`src/rtl/afilt_pkg.sv`:
```
package afilt_pkg;

  // Policy controls sampled with the last beat of a frame
  typedef struct packed {
    logic and_mode;
    logic uni_en;
    logic crc_en;
    logic pat_en;
    logic len_en;
  } filt_ctl_t;

  // 16-bit ones-complement addition with end-around carry
  function automatic logic [15:0] oc_add(input logic [15:0] a, input logic [15:0] b);
    logic [16:0] s;
    s = {1'b0, a} + {1'b0, b};
    return s[15:0] + {15'd0, s[16]};
  endfunction

endpackage

```
`src/rtl/afilt_addr_match.sv`:
```
module afilt_addr_match #(
  parameter int ADDR_BYTES = 6,
  parameter int IDX_W      = 16
) (
  input  logic                      clk,
  input  logic                      rst_n,
  input  logic                      beat,
  input  logic                      first,
  input  logic [IDX_W-1:0]          idx,
  input  logic [7:0]                data,
  input  logic [8*ADDR_BYTES-1:0]   local_addr,
  output logic                      hit
);
  localparam int AW = 8 * ADDR_BYTES;
  localparam logic [IDX_W-1:0] HDR_LEN  = IDX_W'(ADDR_BYTES);
  localparam logic [IDX_W-1:0] HDR_LAST = IDX_W'(ADDR_BYTES - 1);

  logic       ok_q;
  logic       ok_cur;
  logic       in_hdr;
  logic [7:0] exp_b;

  // Byte of the station address expected at this position
  always_comb begin
    exp_b = 8'h00;
    for (int k = 0; k < ADDR_BYTES; k++) begin
      if (idx == IDX_W'(k)) exp_b = local_addr[AW-1-8*k -: 8];
    end
  end

  assign in_hdr = (idx < HDR_LEN);
  assign ok_cur = (first ? 1'b1 : ok_q) & (~in_hdr | (data == exp_b));
  assign hit    = ok_cur & (idx >= HDR_LAST);

  always_ff @(posedge clk) begin
    if (!rst_n)    ok_q <= 1'b1;
    else if (beat) ok_q <= ok_cur;
  end

  // once a header byte has mismatched, no later byte of the frame can hit
  a_r4_mismatch_sticks: assert property (@(posedge clk) disable iff (!rst_n)
    (beat && in_hdr && (data != exp_b)) |=> (!beat || first || !hit));

endmodule

```
`src/rtl/afilt_pat_csum.sv`:
```
module afilt_pat_csum #(
  parameter int MASK_BYTES = 64,
  parameter int IDX_W      = 16
) (
  input  logic                   clk,
  input  logic                   rst_n,
  input  logic                   beat,
  input  logic                   first,
  input  logic [IDX_W-1:0]       idx,
  input  logic [7:0]             data,
  input  logic [MASK_BYTES-1:0]  mask,
  input  logic [15:0]            want,
  output logic                   hit
);
  import afilt_pkg::*;

  localparam int MW = (MASK_BYTES > 1) ? $clog2(MASK_BYTES) : 1;
  localparam logic [IDX_W-1:0] MASK_END = IDX_W'(MASK_BYTES);

  logic [15:0] sum_q, sum_in, sum_nx, sum_fin;
  logic [7:0]  hi_q, hi_nx;
  logic        odd_q, odd_in, odd_nx;
  logic        sel;

  assign sel    = (idx < MASK_END) & mask[idx[MW-1:0]];
  assign sum_in = first ? 16'h0000 : sum_q;
  assign odd_in = first ? 1'b0 : odd_q;

  // Pair selected bytes high-then-low; an unpaired byte waits in hi_q
  always_comb begin
    sum_nx = sum_in;
    hi_nx  = hi_q;
    odd_nx = odd_in;
    if (sel) begin
      if (odd_in) begin
        sum_nx = oc_add(sum_in, {hi_q, data});
        odd_nx = 1'b0;
      end else begin
        hi_nx  = data;
        odd_nx = 1'b1;
      end
    end
  end

  // A trailing unpaired byte is padded with a zero low byte
  assign sum_fin = odd_nx ? oc_add(sum_nx, {hi_nx, 8'h00}) : sum_nx;
  assign hit     = (~sum_fin == want);

  always_ff @(posedge clk) begin
    if (!rst_n) begin
      sum_q <= 16'h0000;
      hi_q  <= 8'h00;
      odd_q <= 1'b0;
    end else if (beat) begin
      sum_q <= sum_nx;
      hi_q  <= hi_nx;
      odd_q <= odd_nx;
    end
  end

  // the first byte of a frame leaves a pending half-word exactly when it is selected
  a_r6_first_pending: assert property (@(posedge clk) disable iff (!rst_n)
    (beat && first) |=> (odd_q == $past(sel)));

endmodule

```
`src/rtl/afilt_policy.sv`:
```
module afilt_policy (
  input  logic                  clk,
  input  logic                  rst_n,
  input  logic                  fire,
  input  afilt_pkg::filt_ctl_t  ctl,
  input  logic                  uni_hit,
  input  logic                  pat_hit,
  input  logic                  crc_ok,
  input  logic                  too_long,
  output logic                  dec_valid,
  output logic                  dec_accept
);
  logic any_sel, and_ok, or_ok, base_ok, veto, acc;

  assign any_sel = ctl.uni_en | ctl.pat_en;
  assign and_ok  = (~ctl.uni_en | uni_hit) & (~ctl.pat_en | pat_hit);
  assign or_ok   = ~any_sel | (ctl.uni_en & uni_hit) | (ctl.pat_en & pat_hit);
  assign base_ok = ctl.and_mode ? and_ok : or_ok;
  assign veto    = (ctl.crc_en & ~crc_ok) | (ctl.len_en & too_long);
  assign acc     = base_ok & ~veto;

  always_ff @(posedge clk) begin
    if (!rst_n) begin
      dec_valid  <= 1'b0;
      dec_accept <= 1'b0;
    end else begin
      dec_valid  <= fire;
      dec_accept <= fire & acc;
    end
  end

  a_r2_strobe: assert property (@(posedge clk) disable iff (!rst_n)
    fire |=> dec_valid);
  a_r2_quiet: assert property (@(posedge clk) disable iff (!rst_n)
    !fire |=> !dec_valid);
  a_r3_crc_veto: assert property (@(posedge clk) disable iff (!rst_n)
    (fire && ctl.crc_en && !crc_ok) |=> !dec_accept);
  a_r7_len_veto: assert property (@(posedge clk) disable iff (!rst_n)
    (fire && ctl.len_en && too_long) |=> !dec_accept);
  a_r4_and_uni: assert property (@(posedge clk) disable iff (!rst_n)
    (fire && ctl.and_mode && ctl.uni_en && !uni_hit) |=> !dec_accept);
  a_r6_and_pat: assert property (@(posedge clk) disable iff (!rst_n)
    (fire && ctl.and_mode && ctl.pat_en && !pat_hit) |=> !dec_accept);
  a_r5_or_uni: assert property (@(posedge clk) disable iff (!rst_n)
    (fire && !ctl.and_mode && ctl.uni_en && uni_hit && !veto) |=> dec_accept);
  a_r8_open: assert property (@(posedge clk) disable iff (!rst_n)
    (fire && !ctl.uni_en && !ctl.pat_en && !veto) |=> dec_accept);

endmodule

```
`src/rtl/rx_accept_filter.sv`:
```
module rx_accept_filter #(
  parameter int ADDR_BYTES = 6,
  parameter int MASK_BYTES = 64,
  parameter int LEN_W      = 16
) (
  input  logic                     clk,
  input  logic                     rst_n,
  input  logic                     s_valid,
  output logic                     s_ready,
  input  logic [7:0]               s_data,
  input  logic                     s_last,
  input  logic                     s_crc_ok,
  input  logic                     cfg_and_mode,
  input  logic                     cfg_uni_en,
  input  logic                     cfg_crc_en,
  input  logic                     cfg_pat_en,
  input  logic                     cfg_len_en,
  input  logic [8*ADDR_BYTES-1:0]  cfg_local_addr,
  input  logic [MASK_BYTES-1:0]    cfg_pat_mask,
  input  logic [15:0]              cfg_pat_sum,
  input  logic [LEN_W-1:0]         cfg_max_len,
  output logic                     dec_valid,
  output logic                     dec_accept
);
  import afilt_pkg::*;

  localparam logic [LEN_W-1:0] IDX_MAX  = {LEN_W{1'b1}};
  localparam logic [LEN_W-1:0] HDR_LAST = LEN_W'(ADDR_BYTES - 1);

  logic             rdy_q;
  logic             beat, fire, first;
  logic [LEN_W-1:0] idx_q;
  logic             too_long;
  logic             uni_hit, pat_hit;
  filt_ctl_t        ctl;

  always_ff @(posedge clk) begin
    if (!rst_n) rdy_q <= 1'b0;
    else        rdy_q <= 1'b1;
  end

  assign s_ready = rdy_q;
  assign beat    = s_valid & rdy_q;
  assign fire    = beat & s_last;
  assign first   = (idx_q == '0);

  // Position of the current byte within its frame, saturating
  always_ff @(posedge clk) begin
    if (!rst_n)              idx_q <= '0;
    else if (beat) begin
      if (s_last)            idx_q <= '0;
      else if (idx_q != IDX_MAX) idx_q <= idx_q + 1'b1;
    end
  end

  assign too_long = ({1'b0, idx_q} + {{LEN_W{1'b0}}, 1'b1}) > {1'b0, cfg_max_len};

  assign ctl = '{and_mode: cfg_and_mode, uni_en: cfg_uni_en, crc_en: cfg_crc_en,
                 pat_en: cfg_pat_en, len_en: cfg_len_en};

  afilt_addr_match #(.ADDR_BYTES(ADDR_BYTES), .IDX_W(LEN_W)) u_addr (
    .clk(clk), .rst_n(rst_n), .beat(beat), .first(first), .idx(idx_q),
    .data(s_data), .local_addr(cfg_local_addr), .hit(uni_hit));

  afilt_pat_csum #(.MASK_BYTES(MASK_BYTES), .IDX_W(LEN_W)) u_pat (
    .clk(clk), .rst_n(rst_n), .beat(beat), .first(first), .idx(idx_q),
    .data(s_data), .mask(cfg_pat_mask), .want(cfg_pat_sum), .hit(pat_hit));

  afilt_policy u_pol (
    .clk(clk), .rst_n(rst_n), .fire(fire), .ctl(ctl), .uni_hit(uni_hit),
    .pat_hit(pat_hit), .crc_ok(s_crc_ok), .too_long(too_long),
    .dec_valid(dec_valid), .dec_accept(dec_accept));

  a_r1_ready_after_reset: assert property (@(posedge clk) disable iff (!rst_n)
    $past(rst_n) |-> s_ready);
  a_r10_restart: assert property (@(posedge clk) disable iff (!rst_n)
    fire |=> (idx_q == '0));
  a_r9_short_frame: assert property (@(posedge clk) disable iff (!rst_n)
    (fire && (idx_q < HDR_LAST) && cfg_uni_en && (cfg_and_mode || !cfg_pat_en)) |=> !dec_accept);

endmodule

```
`config.mk`:
```
export PLATFORM = sky130hd
export DESIGN_NAME = rx_accept_filter
export DESIGN_NICKNAME = d
export VERILOG_FILES = /design/src/rtl/afilt_pkg.sv /design/src/rtl/afilt_addr_match.sv /design/src/rtl/afilt_pat_csum.sv /design/src/rtl/afilt_policy.sv /design/src/rtl/rx_accept_filter.sv
export SDC_FILE = /design/constraint.sdc
export NUM_CORES = 1
export LEC_CHECK = 0
export BUFFER_PORTS_ARGS = -buffer_cell sky130_fd_sc_hd__buf_2
export CAP_MARGIN = 20
export CORE_MARGIN = 10
export CORE_UTILIZATION = 40
export DETAILED_ROUTE_END_ITERATION = 6
export GPL_TIMING_DRIVEN = 0
export PLACE_DENSITY = 0.59
export SYNTH_ARGS = -nofsm -noshare
export SYNTH_HDL_FRONTEND = slang
export SYNTH_SLANG_ARGS = --single-unit
```
`constraint.sdc`:
```
create_clock -name clk -period 18.4 [get_ports clk]
set_clock_uncertainty 0.05 [all_clocks]
set_input_delay 0.92 -clock clk [delete_from_list [all_inputs] [get_ports clk]]
set_output_delay 0.92 -clock clk [all_outputs]
set_load 0.1 [all_outputs]
```
# [After elaboration in Yosys (flattened, before gate mapping)]
# Index checks and enable logic that the tools add are counted.
[totals] reg_bits=45 output_inout_bits=3 elab_cells=78
[classes] add_sub_neg=6 order_cmp=5 n_eq_ne=8 muxes=22 bitwise_logic=26 reduce_logical=3
[ops] operator="$mux 16" n=6
[ops] operator="$mux 8" n=8
[ops] operator="$add 16x16->17" n=2
[ops] operator="$add 16x1->16" n=2
[ops] operator="$eq 16x2->1 const B" n=2
[ops] operator="$eq 16x3->1 const B" n=2
[ops] operator="$add 16x1->17 const B" n=1
[ops] operator="$gt 17x16->1" n=1
[ops] operator="$add 16x1->16 const B" n=1
[ops] operator="$eq 16x1->1 const B" n=1
[ops] operator="$eq 16x16->1" n=1
[ops] operator="$ge 16x3->1 const B" n=1
[ops] operator="$logic_not 16->1" n=1
[ops] operator="$lt 16x3->1 const B" n=1
[ops] operator="$lt 16x7->1 const B" n=1
[ops] operator="$ne 16x16->1 const B" n=1
[ops] operator="$not 16->16" n=1
[ops] operator="$and 1x1->1" n=12
[ops] operator="$eq 8x8->1" n=1
[ops] operator="$lt 6x7->1 const B" n=1
[ops] operator="$mux 1" n=7
[ops] operator="$or 1x1->1" n=7
[ops] operator="$bmux 1 s6" n=1
[ops] operator="$not 1->1" n=6
[ops] operator="2 further kinds" n=2

# [Depth between registers and ports, before layout]
# Gate-level depths: netlist (run 1).
[depth] depth_word=17 ltp_mapped=50 ltp_nobuf=46

# [Cells and area by module]
# From an unflattened synthesis (run 1), not the netlist that was laid out.
[unflattened] hier_cells=884 hier_area_um2=6990.5
[by_module_without_submodules] module="afilt_pat_csum" instances=1 cells_each=590 area_each_um2=4636.9 seq_area_each_um2=500.5
[by_module_without_submodules] module="rx_accept_filter" instances=1 cells_each=191 area_each_um2=1541.5 seq_area_each_um2=340.3
[by_module_without_submodules] module="afilt_addr_match" instances=1 cells_each=92 area_each_um2=710.7 seq_area_each_um2=20.0
[by_module_without_submodules] module="afilt_policy" instances=1 cells_each=11 area_each_um2=101.3 seq_area_each_um2=40.0

# [Least setup slack after synthesis (run 1)]
# Ideal clock, no wire load.
[synth_path] kind="register to register" startpoint="reg idx_q[0]" endpoint="reg u_pol.dec_accept" setup_ns=0.078 arrival_ns=8.167 required_time_ns=18.272 slack_ns=10.105 stages_incl_launch_ff=51 path_buffers=4 synth_period_minus_slack_ns=8.295 cell_sequence="dfxtp_1 -> buf_4 -> buf_2 -> inv_1 -> ha_1 -> nor4b_4 -> nand4_4 -> buf_6 -> clkbuf_1 -> and2_1 -> ha_1 -> ha_1 -> a21o_1 -> nand3_1 -> mux2i_1 -> o2111ai_1 -> nand3_1 -> a2111oi_0 -> [15 not listed] -> nor2_1 -> o21bai_1 -> a21oi_1 -> nor2b_1 -> o21ai_0 -> nand2b_1 -> ha_1 -> ha_1 -> and3_1 -> and3_1 -> nand4bb_1 -> nor4_1 -> a211o_1 -> nand4_1 -> o31ai_1 -> nor4_2 -> a32oi_1 -> nor3_1"
[synth_between] word_cells_on_any_way=54
[synth_lines] item="start: declaration" line_no="rx_accept_filter.sv:32" text="logic [LEN_W-1:0] idx_q;"
[synth_lines] item="start signal: assignment" line_no="rx_accept_filter.sv:52" text="else if (idx_q != IDX_MAX) idx_q <= idx_q + 1'b1;"
[synth_lines] item="$logic_not 16->1" line_no="rx_accept_filter.sv:45" text="assign first = (idx_q == '0);"
[synth_lines] item="$mux 16" line_no="afilt_pat_csum.sv:26" text="assign sum_in = first ? 16'h0000 : sum_q;"
[synth_lines] item="$add 16x16->17" line_no="afilt_pkg.sv:15" text="s = {1'b0, a} + {1'b0, b};"
[synth_lines] item="$add 16x1->16" line_no="afilt_pkg.sv:16" text="return s[15:0] + {15'd0, s[16]};"
[synth_lines] item="$mux 16" line_no="afilt_pat_csum.sv:35" text="if (odd_in) begin"
[synth_lines] item="$mux 16 (*)" line_no="afilt_pat_csum.sv:34" text="if (sel) begin"
[synth_lines] item="net u_pat.sum_nx[8]" line_no="afilt_pat_csum.sv:20" text="logic [15:0] sum_q, sum_in, sum_nx, sum_fin;"
[synth_lines] item="$add 16x16->17" line_no="afilt_pkg.sv:15"
[synth_lines] item="$add 16x1->16" line_no="afilt_pkg.sv:16"
[synth_lines] item="$mux 16 (*)" line_no="afilt_pat_csum.sv:46" text="assign sum_fin = odd_nx ? oc_add(sum_nx, {hi_nx, 8'h00}) : sum_nx;"
[synth_lines] item="$not 16->16 (*)" line_no="afilt_pat_csum.sv:47" text="assign hit = (~sum_fin == want);"
[synth_lines] item="$eq 16x16->1 (*)" line_no="afilt_pat_csum.sv:47"
[synth_lines] item="$and 1x1->1 or $or 1x1->1 (tied branches)" line_no="afilt_policy.sv:17, afilt_policy.sv:16"
[synth_lines] item="$or 1x1->1 or $and 1x1->1 (tied branches)" line_no="afilt_policy.sv:17, afilt_policy.sv:16"
[synth_lines] item="$mux 1 (*)" line_no="afilt_policy.sv:18" text="assign base_ok = ctl.and_mode ? and_ok : or_ok;"
[synth_lines] item="$and 1x1->1 (*)" line_no="afilt_policy.sv:20" text="assign acc = base_ok & ~veto;"
[synth_lines] item="$and 1x1->1 (*)" line_no="afilt_policy.sv:28" text="dec_accept <= fire & acc;"
[synth_lines] item="end signal: assignment" line_no="afilt_policy.sv:28"
[synth_lines] item="end: declaration" line_no="afilt_policy.sv:11" text="output logic dec_accept"
# Mark *: on every way through the listed nets, which the timed path passes. The rest lies on a longest branch. The select of a mux whose other input is x is not followed.
# A chain may end at the register's enable or synchronous reset.

# [Worst setup path in the final report (run 1)]
# Same ends and word-level chain as after synthesis.

==> results by group, run 1 <==
Layout
  – Number of diodes: 0
  – Fill cells: 1799
  – Net count reported at finish: 1310
  – Syn-to-layout area delta: 18.1%
  – Final non-filler cell area: 8240 sq um
  – Share of cells above drive strength 1: 21.1%

Clock network
  – Clock buffer depth: 2
  – Clock transition at path regs: 0.07 ns
  – H-tree levels: 2
  – Post-CTS sizing: 0
  – Post-CTS Setup Inserts: 0
  – Cts hold-fix bufs: 0
  – Sink Count: 45
  – CTS root buf: clkbuf_16
  – Num CTS Buffers: 5
  – Clock latency on the worst-skew pair: 0.31 ns
  – CTS tree: done

Power
  – Internal power: 0.000214 W
  – Power Density: 39.3 nW/um^2
  – Gate power share: 34.3%
  – Clk pwr share: 33.9%
  – Static Leak: 3.57 nW
  – VDD IR max: 0.0389 mV
  – Sequential power share: 31.8%
  – Sw Ratio: 33.8%
  – Psw: 0.000109 W

Worst setup path
  – Worst R2R Path Depth: 49
  – WS Path Type: reg -> reg
  – Arrival @ worst endpoint: 10.80 ns
  – Worst reg2reg setup slack: 7.78 ns
  – Maximum fanout along the worst path: 10
  – CP most frequent cell: ha_1
  – Critical R2R Launch: idx_q[0]
  – Worst setup SP type: register
  – Delay of the slowest critical-path stage: 0.54 ns
  – R2r endpoint: u_pol.dec_accept
  – CP max stage cell: or4b_4
  – Worst Path Required: 18.58 ns
  – CP Capture Type: register

Synth
  – #FFs+latches synth: 45
  – Top_reg_cell synth: dfxtp_1
  – Netlist cell types: 88
  – Syn nets: 1142
  – Seq/Total Area, Yosys: 12.9%
  – Post-Syn Instances: 934
  – Synth area leader: dfxtp_1
  – Yosys warns: 0
  – Post-synth EDFFs: 0
  – Synth area leaders: dfxtp_1 (13%), ha_1 (8.1%), xnor2_1 (6.7%)
  – Post-Syn Area: 6980 sq um
  – Ys async rst share: 0%
  – Synth Area per Inst: 7.47 sq um
  – Top-area cell type share of the netlist area: 12.9%
  – Top post-synthesis cells by count: nand2_1 (85), nor2_1 (85), xnor2_1 (53)

Timing
  – Fin crit share: 57.7%
  – Min Tclk post-route: 10.62 ns
  – Relative slew slack: 33.6%
  – RSZ-0062 raised after global routing: no
  – Final setup viols: 0
  – Hold_ws: 0.413 ns
  – Post-Route Setup TNS: 0 ns
  – Worst slew pin tran: 0.995 ns
  – Fmax: 94.2 MHz
  – Slew Limit Fails: 0
  – Final hold violations: 0

Routing
  – DR pass1 iterations: 5
  – Starting DRC count in detailed routing: 497
  – Post-route ant nets: 0
  – DR WL/cell: 18.2 um
  – Drt total wl: 24200 um
  – Vias: 7388
  – Post-route DRC: 0
  – Vias per cell: 5.56

Hold path
  – Hold Startpoint: u_pat.sum_q[13]
  – Hold Path End: u_pat.sum_q[13]
  – WHS Path Cells: 2
  – Hold Path Class: reg -> reg

Floorplanning
  – Die X: 152 um
  – Row cnt: 48
  – Die area: 23100 sq um
  – Initial Util: 40.6%
  – Chip height: 152 um
  – Core area: 17200 sq um
  – # IOs: 165

Placement
  – Detailed placement HPWL: 20100 um
  – Cell Area, Placed: 8070 sq um
  – IO Port Bufs: 161
  – GP Congestion: 0.896

Global route
  – Initial antenna violation count: 0
  – Vias in the first global route: 7174
  – First-pass GRT wire length: 38700 um
  – GR Overflow Total: 0
  – Largest net degree at the start of global routing: 17
  – Gr usage total: 19.9%

Run status
  – Run status: completed

Flow run
  – Max Cap Violations: 0
==> layer usage <==
layer | vias up | share of wire [%] | GRT usage (%)
met5 | - | 0 | 0
met2 | 239 | 46 | 32.9
met1 | 3354 | 47 | 26.5
met3 | 25 | 5.8 | 3.58
li1 | 3770 | - | -
met4 | 0 | 1.5 | 4.31
==> worst max-delay path: cells and delay by family, from the launching register on <==
kind	cells	cell delay (ns)
and+or+nand+nor	22	4.61
adders and majority gates	7	1.92
buffers and inverters	7	1.34
muxes	1	0.42
AOI/OAI and AO/OA	11	1.66
DFF	1	0.43
xor gates and xnor gates	1	0.08
==> power groups by stage <==
stage / combinational [W] / sequential, W / clock, W
after global placement: 0.000110 / 0.000105 / 0
after CTS: 0.000111 / 0.000103 / 0.000112
after global routing: 0.000123 / 0.000103 / 0.000116
after detailed placement: 0.000110 / 0.000105 / 0
after floorplan: 0.0000710 / 0.000106 / 0
final: 0.000111 / 0.000103 / 0.000110
==> how the worst max path moves through the flow <==
stage	startpoint	to	slack [ns]	cells past startpoint
floorplan	idx_q[0]	u_pol.dec_accept	10.11	50
global placement	idx_q[0]	u_pol.dec_accept	7.84	49
detailed placement	idx_q[0]	u_pol.dec_accept	7.86	49
CTS	idx_q[0]	u_pol.dec_accept	7.80	49
global route	idx_q[0]	u_pol.dec_accept	6.80	50
finish	idx_q[0]	u_pol.dec_accept	7.78	49
==> through the flow <==
step                utilization (%)  instances  setup WS [ns]  power, W
finish                         48.0       1328           7.78  0.000323
global route                   48.0       1328           6.80  0.000342
CTS                            48.0       1328           7.80  0.000326
detailed placement             47.0       1320           7.86  0.000216
global placement               47.0       1320           7.84  0.000215
floorplan                         -        934          10.11  0.000177
==> flip-flops by register name (all words and copies together), names as in the netlist <==
name	cells
idx_q	16
u_pat.sum_q	16
u_pat.hi_q	8
s_ready	1
u_addr.ok_q	1
u_pat.odd_q	1
u_pol.dec_accept	1
u_pol.dec_valid	1
==> cells in the final DEF, fill, tap and decap left out, types with 11 or more instances in the layout <==
| cell type | count |
|---|---|
| xor2_1 | 25 |
| and3_1 | 18 |
| nor2_1 | 85 |
| nand2b_1 | 12 |
| nor2b_1 | 19 |
| xnor2_1 | 53 |
| nor3_1 | 24 |
| nand4_1 | 21 |
| nand2_1 | 85 |
| a31oi_1 | 15 |
| buf_2 | 172 |
| inv_1 | 40 |
| ha_1 | 45 |
| o21ai_1 | 11 |
| mux2_2 | 12 |
| nand3_1 | 43 |
| nor3b_1 | 16 |
| o21a_1 | 11 |
| dfxtp_1 | 45 |
| and2_1 | 25 |
| clkbuf_1 | 31 |
| a21oi_1 | 28 |
| mux2i_1 | 41 |
| o21ai_0 | 30 |
| a22oi_1 | 31 |
==> kinds of logic after synthesis <==
group	synth area share, %
mux	7.82
fa+ha+maj	8.35
flops	12.9
xor+xnor	10.4
simple gates	31.4
compound gates	23.2
buf+inv	5.84
==> area by class of cell <==
class | count | area (sq um) | share of cell area [%]
multi-input combinational | 797 | 5670 | 68.8
sequential | 45 | 901 | 10.9
timing repair buffer | 161 | 806 | 9.78
tap | 225 | 282 | 3.42
buffer | 52 | 258 | 3.13
inverter | 40 | 150 | 1.82
clock buffer | 5 | 125 | 1.52
clock inverter | 3 | 47.5 | 0.577
(Power assumes the default switching activity.)
==> run 2, diff against run 1 <==
--- a/config.mk
+++ b/config.mk
@@ -11,7 +11,7 @@
 export CORE_UTILIZATION = 40
 export DETAILED_ROUTE_END_ITERATION = 6
 export GPL_TIMING_DRIVEN = 0
-export PLACE_DENSITY = 0.59
+export PLACE_DENSITY = 0.62
 export SYNTH_ARGS = -nofsm -noshare
 export SYNTH_HDL_FRONTEND = slang
 export SYNTH_SLANG_ARGS = --single-unit
==> constraint.sdc (replaced) <==
create_clock -name clk -period 9 [get_ports clk]
set_clock_uncertainty 0.05 [all_clocks]
set_input_delay 0.45 -clock clk [delete_from_list [all_inputs] [get_ports clk]]
set_output_delay 0.45 -clock clk [all_outputs]
set_load 0.1 [all_outputs]
==> run 2 against run 1 <==
  * Critical path type unchanged
  * Sequential share of layout area decreased by 0.44 points
  * Largest cell class unchanged
  * Utilization increased by 2.3 points
  * Combinational power increased by 110%
  * Clock-buffer cell count increased by 1
  * Fmax increased by 25%
  * Worst setup slack got worse by 7.3 ns
  * Design area increased by 4.8%
==> results by group, run 2 (synthesized netlist as in run 1, its figures left out) <==
Clock network
  – Sink Count: 45 (unchanged)
  – Cts hold-fix bufs: 0 (unchanged)
  – Clock buffer depth: 2 (unchanged)
  – CTS root buf: clkbuf_16 (unchanged)
  – Clock transition at path regs: 0.07 ns (about the same)
  – Num CTS Buffers: 5 (unchanged)
  – H-tree levels: 2 (unchanged)
  – CTS tree: done (unchanged)
  – Clock latency on the worst-skew pair: 0.29 ns (was 0.31 ns)

Timing
  – Final setup viols: 0 (unchanged)
  – Fin crit share: 94.3% (was 57.7%)
  – Worst setup slack after layout: 0.510 ns (was 7.78 ns)
  – Slew Limit Fails: 0 (unchanged)
  – Relative slew slack: 41.7% (was 33.6%)
  – Min Tclk post-route: 8.49 ns (was 10.62 ns)
  – Fmax: 118 MHz (was 94.2 MHz)
  – Worst slew pin tran: 0.869 ns (was 0.995 ns)
  – RSZ-0062 raised after global routing: no (unchanged)
  – Final hold violations: 0 (unchanged)

Run status
  – Run status: completed (unchanged)

Flow run
  – Max Cap Violations: 0 (unchanged)

Global route
  – Vias in the first global route: 7208 (was 7174)
  – Gr usage total: 19.6% (was 19.9%)
  – GR Overflow Total: 0 (unchanged)
  – First-pass GRT wire length: 38100 um (was 38700 um)
  – Largest net degree at the start of global routing: 17 (unchanged)
  – Initial antenna violation count: 3 (was 0)

Floorplanning
  – Chip height: 152 um (unchanged)
  – Row cnt: 48 (unchanged)
  – Initial Util: 40.6% (unchanged)
  – Die area: 23100 sq um (unchanged)
  – Die X: 152 um (unchanged)
  – # IOs: 165 (unchanged)
  – Core area: 17200 sq um (unchanged)

Layout
  – Fill cells: 1757 (was 1799)
  – Net count reported at finish: 1322 (was 1310)
  – Most common cell after layout, fill and taps aside: buf_2 (unchanged)
  – Share of cells above drive strength 1: 25.6% (was 21.1%)
  – Most frequent cells in the layout: buf_2 (171), nand2_1 (83), nor2_1 (81) (was buf_2 (172), nand2_1 (85), nor2_1 (85))
  – Final non-filler cell area: 8630 sq um (was 8240 sq um)
  – Syn-to-layout area delta: 23.7% (was 18.1%)
  – Largest regs: idx_q: 16 flops, u_pat.sum_q: 16 flops, u_pat.hi_q: 8 flops (unchanged)

Worst setup path
  – CP max stage cell: a2111o_1 (was or4b_4)
  – WS Path Type: reg -> reg (unchanged)
  – Worst R2R Path Depth: 49 (unchanged)
  – Worst Path Required: 9.17 ns (was 18.58 ns)
  – Delay of the slowest critical-path stage: 0.46 ns (was 0.54 ns)
  – Worst reg2reg setup slack: 0.51 ns (was 7.78 ns)
  – Crit path launch: idx_q[1] (was idx_q[0])
  – R2r endpoint: u_pol.dec_accept (unchanged)
  – Maximum fanout along the worst path: 10 (unchanged)
  – CP most frequent cell: ha_4 (was ha_1)
  – Arrival @ worst endpoint: 8.66 ns (was 10.80 ns)
  – CP Capture Type: register (unchanged)
  – Critical R2R Launch: idx_q[1] (was idx_q[0])
  – Setup crit end: u_pol.dec_accept (unchanged)
  – Worst setup SP type: register (unchanged)

Power
  – Power Density: 78.0 nW/um^2 (was 39.3 nW/um^2)
  – Design Power: 0.000673 W (was 0.000323 W)
  – Static Leak: 3.68 nW (was 3.57 nW)
  – VDD IR max: 0.0691 mV (was 0.0389 mV)

Routing
  – Vias: 7609 (was 7388)
  – Vias per cell: 5.67 (was 5.56)
  – DR pass1 iterations: 5 (unchanged)
  – DR WL/cell: 18.3 um (was 18.2 um)
  – Post-route DRC: 0 (unchanged)
  – Drt total wl: 24600 um (was 24200 um)
  – Starting DRC count in detailed routing: 553 (was 497)
  – Post-route ant nets: 0 (unchanged)

Hold path
  – WHS Path Cells: 1 (was 2)
  – Hold Path Class: in -> reg (was reg -> reg)

Placement
  – Detailed placement HPWL: 20100 um (about the same)
  – Pre-CTS WS: -1.64 ns (was 7.86 ns)
  – Cell Area, Placed: 8070 sq um (unchanged)
  – IO Port Bufs: 161 (unchanged)
  – GP Congestion: 0.888 (was 0.896)
-- run 2: cell types whose count changed in the layout (fill, tap and decap cells not counted), moves of 3 or more --
| cell | delta |
|---|---|
| buf_4 | +12 |
| ha_1 | -9 |
| ha_4 | +8 |
| mux2i_1 | -3 |
| mux2i_2 | +3 |
| nor2_1 | -4 |
| nor2_2 | +4 |
| o21ai_0 | -4 |
| o21ai_2 | +3 |
-- run 2: report_power, final --
| group | internal (W) | switching, W | total, W |
|---|---|---|---|
| logic | 0.000104 | 0.000134 | 0.000238 |
| registers | 0.000205 | 0.00000507 | 0.000210 |
| clock network | 0.000139 | 0.0000863 | 0.000225 |
| total | 0.000448 | 0.000225 | 0.000673 |
-- run 2: worst min path at each step --
stage                     from         endpoint  slack, ns
6_report                 rst_n          s_ready       0.33
5_1_grt                  rst_n          s_ready       0.32
4_1_cts                  rst_n          s_ready       0.33
3_5_place_dp    u_pat.sum_q[8]   u_pat.sum_q[8]       0.41
3_3_place_gp    u_pat.sum_q[7]   u_pat.sum_q[7]       0.40
2_1_floorplan  u_pat.sum_q[13]  u_pat.sum_q[13]       0.39
-- run 2: what timing repair did --
action | 4_1_cts | 5_1_grt
setup endpoints to repair | 1 | 1
resized for setup | 35 | 30
setup buffers | 5 | 8
pin swaps | 6 | 11
gates cloned | 0 | 0
-- run 2: stage by stage --
stage | utilization, % | TNS, ns | instances | hold slack (ns)
final | 50.3 | 0 | 1342 | 0.332
after detailed placement | 47.0 | -1.64 | 1320 | 0.405
after CTS | 49.1 | 0 | 1332 | 0.327
after global routing | 50.3 | 0 | 1342 | 0.321
after global placement | 47.0 | -1.53 | 1320 | 0.398
after floorplan | - | 0 | 934 | 0.389
-- run 2: critical path: cells and delay by family (launching register included) --
family	cells	cell delay, ns
compound gates	15	2.72
xor+xnor	1	0.15
fa+ha+maj	8	1.74
buf+inv	5	0.75
flops	1	0.38
mux	1	0.12
simple gates	19	2.49
-- run 2: area by class of cell --
| type | instances | area [sq um] | area share (%) |
|---|---|---|---|
| multi-input combinational | 797 | 5940 | 68.8 |
| sequential | 45 | 906 | 10.5 |
| timing repair buffer | 174 | 903 | 10.5 |
| tap | 225 | 282 | 3.26 |
| buffer | 51 | 268 | 3.10 |
| inverter | 40 | 150 | 1.74 |
| clock buffer | 6 | 139 | 1.61 |
| clock inverter | 2 | 37.5 | 0.435 |
| antenna | 2 | 5.00 | 0.0580 |
-- run 2: layer usage --
| metal | routed length [um] | up-vias | global-route usage, % |
|---|---|---|---|
| met1 | 11000 | 3512 | 25.1 |
| met4 | 381 | 0 | 4.54 |
| li1 | - | 3796 | - |
| met5 | 0 | - | 0 |
| met2 | 11400 | 276 | 32.6 |
| met3 | 1710 | 25 | 4.26 |
==> run 3, diff against run 2 <==
--- a/config.mk
+++ b/config.mk
@@ -8,10 +8,10 @@
 export BUFFER_PORTS_ARGS = -buffer_cell sky130_fd_sc_hd__buf_2
 export CAP_MARGIN = 20
 export CORE_MARGIN = 10
-export CORE_UTILIZATION = 40
+export CORE_UTILIZATION = 51
 export DETAILED_ROUTE_END_ITERATION = 6
 export GPL_TIMING_DRIVEN = 0
-export PLACE_DENSITY = 0.62
+export PLACE_DENSITY = 0.76
 export SYNTH_ARGS = -nofsm -noshare
 export SYNTH_HDL_FRONTEND = slang
 export SYNTH_SLANG_ARGS = --single-unit
==> run 3 against run 2 <==
  * Critical path depth did not move
  * Routed wire length fell by 2.1%
  * Largest power group unchanged
  * Highest routed layer unchanged
  * Critical path type unchanged
  * Utilization rose by 14 points
  * Critical endpoint unchanged
==> results by group, run 3 (synthesized netlist as in run 1, its figures left out) <==
Timing
  – Slew Limit Fails: 0 (unchanged)
  – Min Tclk post-route: 8.61 ns (was 8.49 ns)
  – Final setup viols: 0 (unchanged)
  – Fin crit share: 95.7% (was 94.3%)
  – Final hold violations: 0 (unchanged)
  – Fmax: 116 MHz (was 118 MHz)
  – Relative slew slack: 41.9% (was 41.7%)
  – Worst setup slack after layout: 0.389 ns (was 0.510 ns)
  – Worst slew pin tran: 0.866 ns (was 0.869 ns)

Layout
  – Largest regs: idx_q: 16 flops, u_pat.sum_q: 16 flops, u_pat.hi_q: 8 flops (unchanged)
  – Syn-to-layout area delta: 23.0% (was 23.7%)
  – Net count reported at finish: 1324 (was 1322)
  – Number of diodes: 0 (was 2)
  – Share of cells above drive strength 1: 25.6% (about the same)
  – Final non-filler cell area: 8590 sq um (was 8630 sq um)
  – Most common cell after layout, fill and taps aside: buf_2 (unchanged)
  – Most frequent cells in the layout: buf_2 (171), nand2_1 (83), nor2_1 (82) (was buf_2 (171), nand2_1 (83), nor2_1 (81))
  – Final Non-Filler Cells: 1293 (was 1342)
  – Final core occ: 64.3% (was 50.3%)

Clock network
  – Clock transition at path regs: 0.07 ns (about the same)
  – Sink Count: 45 (unchanged)
  – Clock buffer depth: 2 (unchanged)
  – Clock latency on the worst-skew pair: 0.30 ns (was 0.29 ns)
  – Num CTS Buffers: 5 (unchanged)
  – H-tree levels: 2 (unchanged)
  – CTS root buf: clkbuf_16 (unchanged)
  – CTS tree: done (unchanged)

Placement
  – IO Port Bufs: 161 (unchanged)
  – Pre-CTS WS: -1.24 ns (was -1.64 ns)
  – Placed instance count: 1271 (was 1320)
  – Cell Area, Placed: 8010 sq um (was 8070 sq um)
  – GP Congestion: 0.929 (was 0.888)
  – Detailed placement HPWL: 19200 um (was 20100 um)

Routing
  – Starting DRC count in detailed routing: 658 (was 553)
  – DR pass1 iterations: 5 (unchanged)
  – DR WL/cell: 18.6 um (was 18.3 um)
  – Vias: 7788 (was 7609)
  – Post-route ant nets: 0 (unchanged)
  – Vias per cell: 6.02 (was 5.67)
  – Drt total wl: 24100 um (was 24600 um)
  – Post-route DRC: 0 (unchanged)

Worst setup path
  – CP Capture Type: register (unchanged)
  – Arrival @ worst endpoint: 8.78 ns (was 8.66 ns)
  – CP delay by family, top: simple AND/OR/NAND/NOR gates (was compound AO/OA/AOI/OAI gates)
  – CP max stage cell: or4b_4 (was a2111o_1)
  – Delay of the slowest critical-path stage: 0.53 ns (was 0.46 ns)
  – Critical R2R Launch: idx_q[1] (unchanged)
  – Maximum fanout along the worst path: 10 (unchanged)
  – WP buf/inv: 6 (was 5)
  – CP most frequent cell: ha_4 (unchanged)
  – Worst R2R Path Depth: 49 (unchanged)
  – WS Path Type: reg -> reg (unchanged)
  – R2r endpoint: u_pol.dec_accept (unchanged)
  – Worst setup SP type: register (unchanged)
  – Worst Path Required: 9.17 ns (about the same)
  – Worst reg2reg setup slack: 0.39 ns (was 0.51 ns)

Hold path
  – Hold Path Class: in -> reg (unchanged)
  – Hold Path End: s_ready (unchanged)
  – Hold Startpoint: rst_n (unchanged)
  – WHS Path Cells: 1 (unchanged)

Global route
  – First-pass GRT wire length: 37100 um (was 38100 um)
  – Largest net degree at the start of global routing: 17 (unchanged)
  – Vias in the first global route: 7285 (was 7208)
  – Initial antenna violation count: 0 (was 3)
  – GR Overflow Total: 0 (unchanged)
  – Gr usage total: 23.9% (was 19.6%)

Floorplanning
  – # IOs: 165 (unchanged)
  – Initial Util: 52.3% (was 40.6%)
  – Die area: 18800 sq um (was 23100 sq um)
  – Chip height: 137 um (was 152 um)
  – Row cnt: 42 (was 48)
  – Die X: 137 um (was 152 um)
  – Core area: 13300 sq um (was 17200 sq um)

Run status
  – Run status: completed (unchanged)

Power
  – VDD IR max: 0.0826 mV (was 0.0691 mV)
  – Static Leak: 3.68 nW (about the same)
  – Power Density: 77.4 nW/um^2 (was 78.0 nW/um^2)

Flow run
  – Max Cap Violations: 0 (unchanged)
run 3: changes by cell type in the layout (fill, tap and decap cells not counted), moves of 2 or more:
cell and change:
buf_8 +2, diode_2 -2, mux2i_2 -2, nand3_2 +2, nor2_2 -2, o21ai_0 +2, xnor2_1 +2, xnor2_2 -2
run 3: worst max-delay path by stage:
stage	start	to	slack [ns]	cells past startpoint
after floorplan	idx_q[0]	u_pol.dec_accept	0.70	50
after global placement	idx_q[0]	u_pol.dec_accept	-1.16	50
after detailed placement	idx_q[0]	u_pol.dec_accept	-1.24	50
after CTS	idx_q[1]	u_pol.dec_accept	0.05	49
after global routing	idx_q[1]	u_pol.dec_accept	-0.06	50
final	idx_q[1]	u_pol.dec_accept	0.39	49
run 3: layer usage:
layer	vias up	part of all wire (%)	global-route usage [%]
li1	3802	-	-
met1	3561	43	31.2
met2	390	44	39.2
met3	35	11	4.58
met4	0	2.0	6.15
met5	-	0	0
run 3: timing repair:
action / 4_1_cts / 5_1_grt
gates resized for setup: 24 / 41
pin swaps: 5 / 13
cloned: 0 / 0
setup buffers: 3 / 12
hold buffers: 0 / 0
endpoints found under the setup margin: 1 / 1
run 3: final cells by class:
type                    instances  area, sq um
flip-flops and latches         45          905
multi-input cells             797         5950
clock inverters                 2         38.8
repair buffers                176          918
plain buffers                  51          279
well taps                     176          220
fillers                      1232         4760
inverters                      40          150
clock buffers                   6          129
run 3: stage by stage:
step	TNS [ns]	power, W	hold WS (ns)
global placement	-1.16	0.000435	0.395
floorplan	0	0.000361	0.389
detailed placement	-1.24	0.000439	0.403
global route	-0.0585	0.000696	0.335
finish	0	0.000665	0.335
CTS	0	0.000655	0.331
run 3: report_power, final:
part           internal, W  leakage [nW]  switching [W]
combinational     0.000104          3.23       0.000136
sequential        0.000205         0.367     0.00000510
clock             0.000132        0.0810      0.0000830
total             0.000441          3.68       0.000224
